[src/rtl/dac_slv_pkg.sv]
package dac_slv_pkg;

  localparam int DEF_ADDR_W = 3;
  localparam int DEF_DATA_W = 12;
  localparam int DEF_SYNC   = 2;

  // header = one fixed-zero bit followed by the strap address
  function automatic int word_width(input int addr_w, input int data_w);
    return 1 + addr_w + data_w;
  endfunction

endpackage

[src/rtl/dac_sync.sv]
module dac_sync #(
  parameter int             W       = 1,
  parameter int             STAGES  = 2,
  parameter logic [W-1:0]   RST_VAL = '0
) (
  input  logic         clk,
  input  logic         rst,
  input  logic [W-1:0] d,
  output logic [W-1:0] q
);

  logic [W-1:0] stage [STAGES];

  always_ff @(posedge clk) begin
    if (rst) begin
      for (int i = 0; i < STAGES; i++) stage[i] <= RST_VAL;
    end else begin
      stage[0] <= d;
      for (int i = 1; i < STAGES; i++) stage[i] <= stage[i-1];
    end
  end

  assign q = stage[STAGES-1];

endmodule

[src/rtl/dac_serial_rx.sv]
module dac_serial_rx #(
  parameter int WORD_W = 16
) (
  input  logic              clk,
  input  logic              rst,
  input  logic              sclk_s,
  input  logic              sdi_s,
  input  logic              cs_n_s,
  output logic [WORD_W-1:0] word,
  output logic              word_done
);

  logic              sclk_q;
  logic              cs_q;
  logic [WORD_W-1:0] shreg;
  logic              sclk_rise;
  logic              cs_fall;

  assign sclk_rise = sclk_s & ~sclk_q;
  assign cs_fall   = ~cs_n_s & cs_q;

  always_ff @(posedge clk) begin
    if (rst) begin
      sclk_q <= 1'b0;
      cs_q   <= 1'b1;
      shreg  <= '0;
    end else begin
      sclk_q <= sclk_s;
      cs_q   <= cs_n_s;
      if (cs_fall)
        shreg <= '0;
      else if (sclk_rise && !cs_n_s)
        shreg <= {shreg[WORD_W-2:0], sdi_s};
    end
  end

  assign word      = shreg;
  assign word_done = cs_n_s & ~cs_q;

endmodule

[src/rtl/dac_code_reg.sv]
module dac_code_reg
  import dac_slv_pkg::*;
#(
  parameter int ADDR_W = DEF_ADDR_W,
  parameter int DATA_W = DEF_DATA_W,
  localparam int WORD_W = word_width(ADDR_W, DATA_W)
) (
  input  logic              clk,
  input  logic              rst,
  input  logic              clr_n,
  input  logic              stby_n_s,
  input  logic [ADDR_W-1:0] strap,
  input  logic [WORD_W-1:0] word,
  input  logic              word_done,
  output logic [DATA_W-1:0] code,
  output logic              load_pulse
);

  logic hdr_zero;
  logic addr_eq;
  logic take;

  assign hdr_zero = ~word[WORD_W-1];
  assign addr_eq  = (word[WORD_W-2 -: ADDR_W] == strap);
  assign take     = word_done & hdr_zero & addr_eq & stby_n_s;

  always_ff @(posedge clk or negedge clr_n) begin
    if (!clr_n) begin
      code       <= '0;
      load_pulse <= 1'b0;
    end else if (rst) begin
      code       <= '0;
      load_pulse <= 1'b0;
    end else begin
      load_pulse <= take;
      if (take) code <= word[DATA_W-1:0];
    end
  end

endmodule

[src/rtl/addr_dac_slave.sv]
module addr_dac_slave
  import dac_slv_pkg::*;
#(
  parameter int ADDR_W = DEF_ADDR_W,
  parameter int DATA_W = DEF_DATA_W,
  parameter int SYNC   = DEF_SYNC
) (
  input  logic              clk,
  input  logic              rst,
  input  logic              sclk,
  input  logic              sdi,
  input  logic              cs_n,
  input  logic              clr_n,
  input  logic              stby_n,
  input  logic [ADDR_W-1:0] strap,
  output logic [DATA_W-1:0] code,
  output logic              load_pulse
);

  localparam int WORD_W = word_width(ADDR_W, DATA_W);

  logic [3:0]        raw_in;
  logic [3:0]        synced;
  logic [WORD_W-1:0] word;
  logic              word_done;

  assign raw_in = {stby_n, cs_n, sdi, sclk};

  dac_sync #(
    .W(4), .STAGES(SYNC), .RST_VAL(4'b1100)
  ) u_sync (
    .clk(clk), .rst(rst), .d(raw_in), .q(synced)
  );

  dac_serial_rx #(.WORD_W(WORD_W)) u_rx (
    .clk(clk), .rst(rst),
    .sclk_s(synced[0]), .sdi_s(synced[1]), .cs_n_s(synced[2]),
    .word(word), .word_done(word_done)
  );

  dac_code_reg #(.ADDR_W(ADDR_W), .DATA_W(DATA_W)) u_code (
    .clk(clk), .rst(rst), .clr_n(clr_n), .stby_n_s(synced[3]),
    .strap(strap), .word(word), .word_done(word_done),
    .code(code), .load_pulse(load_pulse)
  );

endmodule

[config.mk]
export PLATFORM = sky130hd
export DESIGN_NAME = addr_dac_slave
export DESIGN_NICKNAME = d
export VERILOG_FILES = /design/src/rtl/dac_slv_pkg.sv /design/src/rtl/dac_sync.sv /design/src/rtl/dac_serial_rx.sv /design/src/rtl/dac_code_reg.sv /design/src/rtl/addr_dac_slave.sv
export SDC_FILE = /design/constraint.sdc
export NUM_CORES = 1
export LEC_CHECK = 0
export BUFFER_PORTS_ARGS = -buffer_cell sky130_fd_sc_hd__buf_2
export CORE_ASPECT_RATIO = 1.25
export CORE_MARGIN = 2
export CORE_UTILIZATION = 30
export DETAILED_ROUTE_END_ITERATION = 8
export SKIP_CTS_REPAIR_TIMING = 1
export SLEW_MARGIN = 5
export SYNTH_ARGS = -nofsm -noshare
export SYNTH_HDL_FRONTEND = slang
export SYNTH_SLANG_ARGS = --single-unit
[constraint.sdc]
create_clock -name clk -period 4 [get_ports clk]
set_clock_uncertainty 0.05 [all_clocks]
set_input_delay 0.8 -clock clk [delete_from_list [all_inputs] [get_ports clk]]
set_output_delay 0.8 -clock clk [all_outputs]
set_load 0.02 [all_outputs]
== After elaboration in Yosys (flattened, before gate mapping) ==
Memory sizes are Yosys's and may differ from the RTL's.
Cells that the tools add are included.

* $add $sub $neg: 0
* Multiply operators: 0
* Divide/modulo/power cells: 0
* Magnitude comparators: 0
* Equality and inequality tests: 1
* Shifts and indexed selects: 0
* Muxes and demuxes: 8
* Bitwise gates (word level): 12
* Reductions and logical operators: 4

{| class="wikitable"
|+ Operators with widths
! cell !! number
|-
| two-way mux 12 bit || 2
|-
| two-way mux 4 bit || 2
|-
| bitwise AND 1 bit || 6
|-
| two-way mux 1 bit || 4
|-
| NOT 1 bit || 4
|-
| equality test 3 bit || 1
|-
| bitwise OR 1 bit || 2
|-
| nonzero test 2 bit || 1
|-
| OR reduction 2 bit || 1
|-
| logical AND 1 bit || 1
|-
| logical NOT 1 bit || 1
|}

* Bits in registers: 31
* Latch bits: 0
* RAM bits: 8
* Bits in read-only memories: 0
* Input port bits: 10
* Output and inout port bits: 13
* Word-level logic and storage cells: 31
* Memories: 1

{| class="wikitable"
|+ Memory list
! name !! depth !! bits a word !! rd ports !! clocked after Yosys merged registers in !! wr ports !! RTL line !! source
|-
| u_sync.stage || 2 || 4 || 2 || 0 || 2 || dac_sync.sv:12 || <nowiki>logic [W-1:0] stage [STAGES];</nowiki>
|}

== Longest topological paths before layout ==
Gate-level depths: netlist of run 1.

* Depth in word-level cells: 7
* Mapped depth: 5
* Mapped depth without buffers: 3

== By module ==
From an unflattened synthesis of run 1, not the netlist that was laid out.

* Cells, all modules: 155
* Area, all modules: 1570.3 µm²

{| class="wikitable"
|+ By module, submodules not included
! module !! instances !! cells each !! area an instance (µm²) !! sequential area each (µm²)
|-
| dac_code_reg || 1 || 58 || 675.6 || 325.3
|-
| dac_serial_rx || 1 || 77 || 654.4 || 360.3
|-
| dac_sync || 1 || 20 || 240.2 || 160.2
|}

== Least setup slack after synthesis of run 1 ==
No wires, ideal clock.

* Kind: input-to-reg
* From: input strap[0]
* To: register u_code.code[0]
* Setup time: 0.079 ns
* Arrival: 1.710 ns
* Required time: 3.871 ns
* Slack: 2.160 ns
* Stages on the path: 4
* Path buffers: 1
* Cell sequence: xor2_1 > nor4_4 > buf_6 > mux2i_1

* Cells in the longest elaborated chain, start to end: 4

{| class="wikitable"
|+ RTL lines
! item !! RTL line !! source
|-
| start: declaration || addr_dac_slave.sv:15 || <nowiki>input logic [ADDR_W-1:0] strap,</nowiki>
|-
| equality test 3 bit || dac_code_reg.sv:24 || <nowiki>assign addr_eq = (word[WORD_W-2 -: ADDR_W] == strap);</nowiki>
|-
| bitwise AND 1 bit (2 in a row) || dac_code_reg.sv:25 || <nowiki>assign take = word_done & hdr_zero & addr_eq & stby_n_s;</nowiki>
|-
| nonzero test 2 bit (no line) || n/a ||
|-
| end signal: assignment || dac_code_reg.sv:36 || <nowiki>if (take) code <= word[DATA_W-1:0];</nowiki>
|-
| end: declaration || dac_code_reg.sv:15 || <nowiki>output logic [DATA_W-1:0] code,</nowiki>
|}

No other way between the ends.
A chain may end at the register's enable or synchronous reset.

== Worst setup path after layout of run 1 ==
Same ends and word-level chain as after synthesis.

==> results of run 1 <==
[cells in the final DEF, fill, tap and decap left out, types with 3 or more instances in the layout]
cell / count
sky130_fd_sc_hd__mux2i_1: 12
sky130_fd_sc_hd__nor2b_1: 6
sky130_fd_sc_hd__buf_2: 22
sky130_fd_sc_hd__clkbuf_8: 5
sky130_fd_sc_hd__dfxtp_1: 26
sky130_fd_sc_hd__nand2_1: 32
sky130_fd_sc_hd__a21oi_1: 16
sky130_fd_sc_hd__or2_2: 5
sky130_fd_sc_hd__xor2_1: 3
sky130_fd_sc_hd__nand2b_1: 24
sky130_fd_sc_hd__dfrtp_1: 13
[per-layer routing]
layer  track usage  vias up  part of all wire
li1              -      524                 -
met1         0.122      470              0.44
met2         0.179       18              0.50
met3        0.0283        6             0.042
met4        0.0612        0             0.023
met5             0        -                 0
[worst register-to-register path, stage by stage, from the launching register on]
cell and delay, ns:
sky130_fd_sc_hd__dfxtp_1 0.31, sky130_fd_sc_hd__nand4bb_2 0.26, sky130_fd_sc_hd__nor4_4 0.92, sky130_fd_sc_hd__mux2i_1 0.27
[how the worst max path moves through the flow]
stage                   from  slack, ns  cells after the start             end
global placement    strap[0]       1.58                      4  u_code.code[7]
global route        strap[0]       1.77                      4  u_code.code[1]
floorplan           strap[0]       2.16                      4  u_code.code[0]
CTS                 strap[0]       1.86                      4  u_code.code[0]
finish              strap[0]       1.91                      4  u_code.code[0]
detailed placement  strap[0]       1.56                      4  u_code.code[6]
[report_power, final]
part	internal (uW)	switching [uW]
logic	10.9	14.4
clock network	186	143
registers	394	1.64
total	591	159
[sequential cells by signal, summed over array words and instances, names as in the netlist]
register and count:
u_code.code 12, u_code.load_pulse 1, u_rx.cs_q 1, u_rx.sclk_q 1, u_rx.word 16, u_sync.stage 8
[through the flow]
stage	hold WS, ns	std cells	power [uW]	worst slack, ns	util
finish	0.327	235	750	1.91	0.358
global placement	0.344	227	431	1.58	0.336
global route	0.343	235	775	1.77	0.358
CTS	0.331	235	761	1.86	0.358
detailed placement	0.345	227	431	1.56	0.336
floorplan	0.339	151	420	2.16	-
[kinds of logic (layout without fill, tap and decap cells)]
kind of cell / count (synthesis) / in the layout / share of synthesized area
and+or+nand+nor: 71 / 71 / 0.262
DFF: 39 / 39 / 0.556
AOI/OAI and AO/OA: 17 / 17 / 0.0576
muxes: 12 / 12 / 0.0790
buffers and inverters: 9 / 31 / 0.0288
xor gates and xnor gates: 3 / 3 / 0.0173
[layout make-up]
class | instances | area (um^2)
clock buffers | 5 | 68.8
multi-input cells | 103 | 632
repair buffers | 22 | 110
flip-flops and latches | 39 | 846
well taps | 62 | 77.6
fillers | 517 | 3190
clock inverters | 3 | 43.8
inverters | 1 | 3.75
==> flow_metrics.env, run 1 <==
export IMPL_synth_nets=161
export IMPL_ys_flop_type="sky130_fd_sc_hd__dfxtp_1"
export IMPL_clock_tree_buffer_depth=2
export IMPL_timing_final_crit_share=0.523
export IMPL_maximum_number_of_pins_on_one_net_before_global_route_repair=37
export IMPL_worst_slew_pin_tran_ns=1.05
export IMPL_cp_top_delay_family="simple AND/OR/NAND/NOR gates"
export IMPL_final_nets=182
export IMPL_synth_cells=151
export IMPL_setup_repair_after_global_routing_missed_its_margin="no"
export IMPL_post_drt_via_cell_ratio=4.33
export IMPL_buf_inv_stages_crit_path=1
export IMPL_post_route_cell_area_um2=1780
export IMPL_ios=23
export IMPL_gp_routability_congestion=0.668
export IMPL_power_density_nw_per_um2=421
export IMPL_post_dp_hpwl_mm=1.68
export IMPL_drt_first_pass_iters=4
export IMPL_worst_r2r_cell_count=3
export IMPL_cell_area_after_technology_mapping_um2=1520
export IMPL_maxClockFrequency_mhz=478
export IMPL_final_max_slew_viol_count=0
export IMPL_worstSetupEndpointType="register"
export IMPL_synth_area_per_cell_um2=10.1
export IMPL_ys_types=18
export IMPL_global_route_wire_length_before_repair_mm=4.62
export IMPL_timing_critical_path_cells="buf_2, xor2_1, nor4_4, mux2i_1"
export IMPL_critPathRequiredTime_ns=4.16
export IMPL_cts_num_sinks=39
export IMPL_cts_tree="built"
export IMPL_vias_in_the_first_global_route=1036
export IMPL_leakagePower_uw=0.000700
export IMPL_grt_antenna_before_repair=0
export IMPL_synthTopCellsByCount="32 x sky130_fd_sc_hd__nand2_1, 26 x sky130_fd_sc_hd__dfxtp_1, 24 x sky130_fd_sc_hd__nand2b_1"
export IMPL_synth_top_area_share=0.342
export IMPL_setup_tns_final_ns=0
export IMPL_synthDominantAreaCellType="sky130_fd_sc_hd__dfxtp_1"
export IMPL_synth_most_common_cell="sky130_fd_sc_hd__nand2_1"
export IMPL_cp_slowest_stage_delay_ns=0.92
export IMPL_crit_reg2reg_launch="u_rx.cs_q"
export IMPL_min_cycle_time_layout_ns=2.09
export IMPL_drive_gt1_frac=0.220
export IMPL_timing_setup_critical_path_class="input port to register"
export IMPL_antennaDiodeCount=0
export IMPL_routed_via_count=1018
export IMPL_timing_slew_headroom=0.298
export IMPL_die_h_um=83.6
export IMPL_initial_utilization=0.306
export IMPL_ctsRootBufferMaster="sky130_fd_sc_hd__clkbuf_8"
export IMPL_yosysSeqAreaShare=0.556
export IMPL_setup_viol_count_final=0
export IMPL_totalWireLength_mm=2.62
export IMPL_post_synth_main_area_contributors="sky130_fd_sc_hd__dfxtp_1 34%, sky130_fd_sc_hd__dfrtp_1 21%, sky130_fd_sc_hd__nand2b_1 9.9%, sky130_fd_sc_hd__mux2i_1 7.9%, sky130_fd_sc_hd__nand2_1 7.9%"
export IMPL_grt_util_all_layers=0.108
export IMPL_worstPathArrival_ns=2.25
export IMPL_crit_fanout=13
export IMPL_synth_yosys_warnings=0
export IMPL_grt_total_ovfl=0
export IMPL_die_wd_um=67.7
export IMPL_synth_edf_count=0
export IMPL_min_delay_path_class="input port to asynchronous set/reset pin"
export IMPL_async_flop_share=0.333
export IMPL_port_buffer_count=22
export IMPL_max_cap_violations=0
export IMPL_floorplan_core_area_um2=4970
export IMPL_rrSetupSlack_ns=2.12
export IMPL_cts_h_tree_depth=2
export IMPL_placementRows=29
export IMPL_clock_latency_ns=0.29
export IMPL_finalHoldViolCount=0
export IMPL_dpl_cell_area_um2=1670
export IMPL_clk_pin_slew_worst_paths_ns=0.08
export IMPL_worstSetupStartpointType="input port"
export IMPL_design_die_area_um2=5660
export IMPL_worst_r2r_endpoint="u_code.code[0]"
export IMPL_vdd_ir_drop_worst_uv=169
export IMPL_dr_wl_cell_um=11.1
export IMPL_drtAntennaViolNets=0
export IMPL_synth_seq_cells=39
export IMPL_drc=0
export IMPL_initialDrtViolationCount=28
export IMPL_critPathSlowestCell="sky130_fd_sc_hd__nor4_4"
export IMPL_tritoncts_num_buffers=5
export IMPL_synthToLayoutAreaGrowth_pct=17.1
export IMPL_status="completed"
No activity file was read; power rests on OpenSTA's default activity.
==> inputs of run 2 (changes only) <==
clock period = 1.75 ns   (was 4 ns; I/O delays follow)
==> flow_metrics.env, run 2 (synthesis gave the netlist of run 1 again) <==
export IMPL_dp_cells=233
export IMPL_port_buffer_count=22
export IMPL_clock_latency_ns=0.29
export IMPL_grt_total_ovfl=0
export IMPL_post_route_cell_area_um2=1850
export IMPL_worstSetupStartpointType="register"
export IMPL_ctsRootBufferMaster="sky130_fd_sc_hd__clkbuf_8"
export IMPL_timing_setup_critical_path_class="register to register"
export IMPL_max_cap_violations=0
export IMPL_utilization=0.373
export IMPL_status="completed"
export IMPL_dpl_cell_area_um2=1730
export IMPL_setup_repair_after_global_routing_missed_its_margin="no"
export IMPL_initialDrtViolationCount=32
export IMPL_finalHoldViolCount=0
export IMPL_placementRows=29
export IMPL_cts_tree="built"
export IMPL_setup_viol_count_final=0
export IMPL_final_nets=189
export IMPL_antennaDiodeCount=0
export IMPL_maxClockFrequency_mhz=711
export IMPL_maximum_number_of_pins_on_one_net_before_global_route_repair=23
export IMPL_final_cell_mix="32 x sky130_fd_sc_hd__nand2_1, 26 x sky130_fd_sc_hd__dfxtp_1, 24 x sky130_fd_sc_hd__nand2b_1, 22 x sky130_fd_sc_hd__buf_2, 16 x sky130_fd_sc_hd__a21oi_1"
export IMPL_synthToLayoutAreaGrowth_pct=21.9
export IMPL_clk_pin_slew_worst_paths_ns=0.07
export IMPL_grt_antenna_before_repair=0
export IMPL_tritoncts_num_buffers=5
export IMPL_initial_utilization=0.306
export IMPL_layout_cells_most_common="sky130_fd_sc_hd__nand2_1"
export IMPL_crit_fanout=13
export IMPL_drt_first_pass_iters=4
export IMPL_design_die_area_um2=5660
export IMPL_leakagePower_uw=0.000741
export IMPL_critPathRequiredTime_ns=1.92
export IMPL_fin_hold_ws_ns=0.185
export IMPL_min_cycle_time_layout_ns=1.41
export IMPL_routed_via_count=1039
export IMPL_ios=23
export IMPL_timing_slew_headroom=0.637
export IMPL_grt_util_all_layers=0.112
export IMPL_die_wd_um=67.7
export IMPL_die_h_um=83.6
export IMPL_largest_register_ffs=16
export IMPL_drtAntennaViolNets=0
export IMPL_vdd_ir_drop_worst_uv=362
export IMPL_power_density_nw_per_um2=939
export IMPL_post_dp_hpwl_mm=1.82
export IMPL_drive_gt1_frac=0.244
export IMPL_final_max_slew_viol_count=0
export IMPL_clock_tree_buffer_depth=2
export IMPL_post_drt_via_cell_ratio=4.29
export IMPL_floorplan_core_area_um2=4970
export IMPL_drc=0
export IMPL_vias_in_the_first_global_route=1032
export IMPL_min_delay_path_class="input port to register"
export IMPL_dr_wl_cell_um=11.0
export IMPL_gp_routability_congestion=0.676
export IMPL_totalWireLength_mm=2.66
export IMPL_setup_tns_final_ns=0
export IMPL_cts_h_tree_depth=2
export IMPL_timing_final_crit_share=0.804
export IMPL_worstPathArrival_ns=1.57
export IMPL_global_route_wire_length_before_repair_mm=4.73
export IMPL_post_layout_nonfiller_instances=242
export IMPL_worst_slew_pin_tran_ns=0.545
export IMPL_worstSetupEndpointType="register"
export IMPL_cts_num_sinks=39
run 2: cell types whose count changed in the layout (fill, tap and decap cells not counted), sizes merged:
cell,previous run,this run
buf,22,28
dlygate4sd3,0,1
clkbuf,5,6
clkinv,2,1
run 2: critical path: stages, from the launching register on:
cell and delay [ns]:
sky130_fd_sc_hd__dfxtp_1 0.32, sky130_fd_sc_hd__nand4bb_2 0.26, sky130_fd_sc_hd__nor4_4 0.32, sky130_fd_sc_hd__buf_12 0.20, sky130_fd_sc_hd__mux2i_1 0.18
run 2: power breakdown:
group / switching, uW / leakage (uW) / internal [uW]
registers: 3.90 / 0.000393 / 901
logic: 35.0 / 0.000286 / 32.3
clock network: 308 / 0.0000612 / 461
run 2: metrics by stage:
stage                     total power, uW  setup WS (ns)
final                                1740          0.344
after global routing                 1820          0.217
after CTS                            1770          0.330
after detailed placement              992          0.288
after global placement                991          0.309
after floorplan                       960          0.337
run 2: area by class of cell:
| type | instances | area [um^2] |
|---|---|---|
| flip-flops and latches | 39 | 846 |
| fillers | 509 | 3120 |
| well taps | 62 | 77.6 |
| repair buffers | 29 | 178 |
| multi-input cells | 103 | 632 |
| clock inverters | 2 | 35.0 |
| clock buffers | 6 | 82.6 |
| inverters | 1 | 3.75 |
run 2: metal layers:
layer | vias to the layer above | routed length (um) | GRT usage
li1 | 540 | - | -
met1 | 478 | 1140 | 0.123
met2 | 15 | 1330 | 0.179
met3 | 6 | 106 | 0.0351
met4 | 0 | 82 | 0.0724
met5 | - | 0 | 0
run 2: path summary, 6_finish.rpt:
path | from | end | slack (ns) | cells past startpoint
min | stby_n | u_sync.stage[0][3] | 0.19 | 2
max reg2reg | u_rx.cs_q | u_code.code[0] | 0.34 | 4
min in group asynchronous | clr_n | u_code.code[8] | 0.42 | 2
max in group asynchronous | clr_n | u_code.code[0] | 0.99 | 2
min reg2reg | u_sync.stage[0][2] | u_sync.stage[0][6] | 0.36 | 1
max | u_rx.cs_q | u_code.code[0] | 0.34 | 4
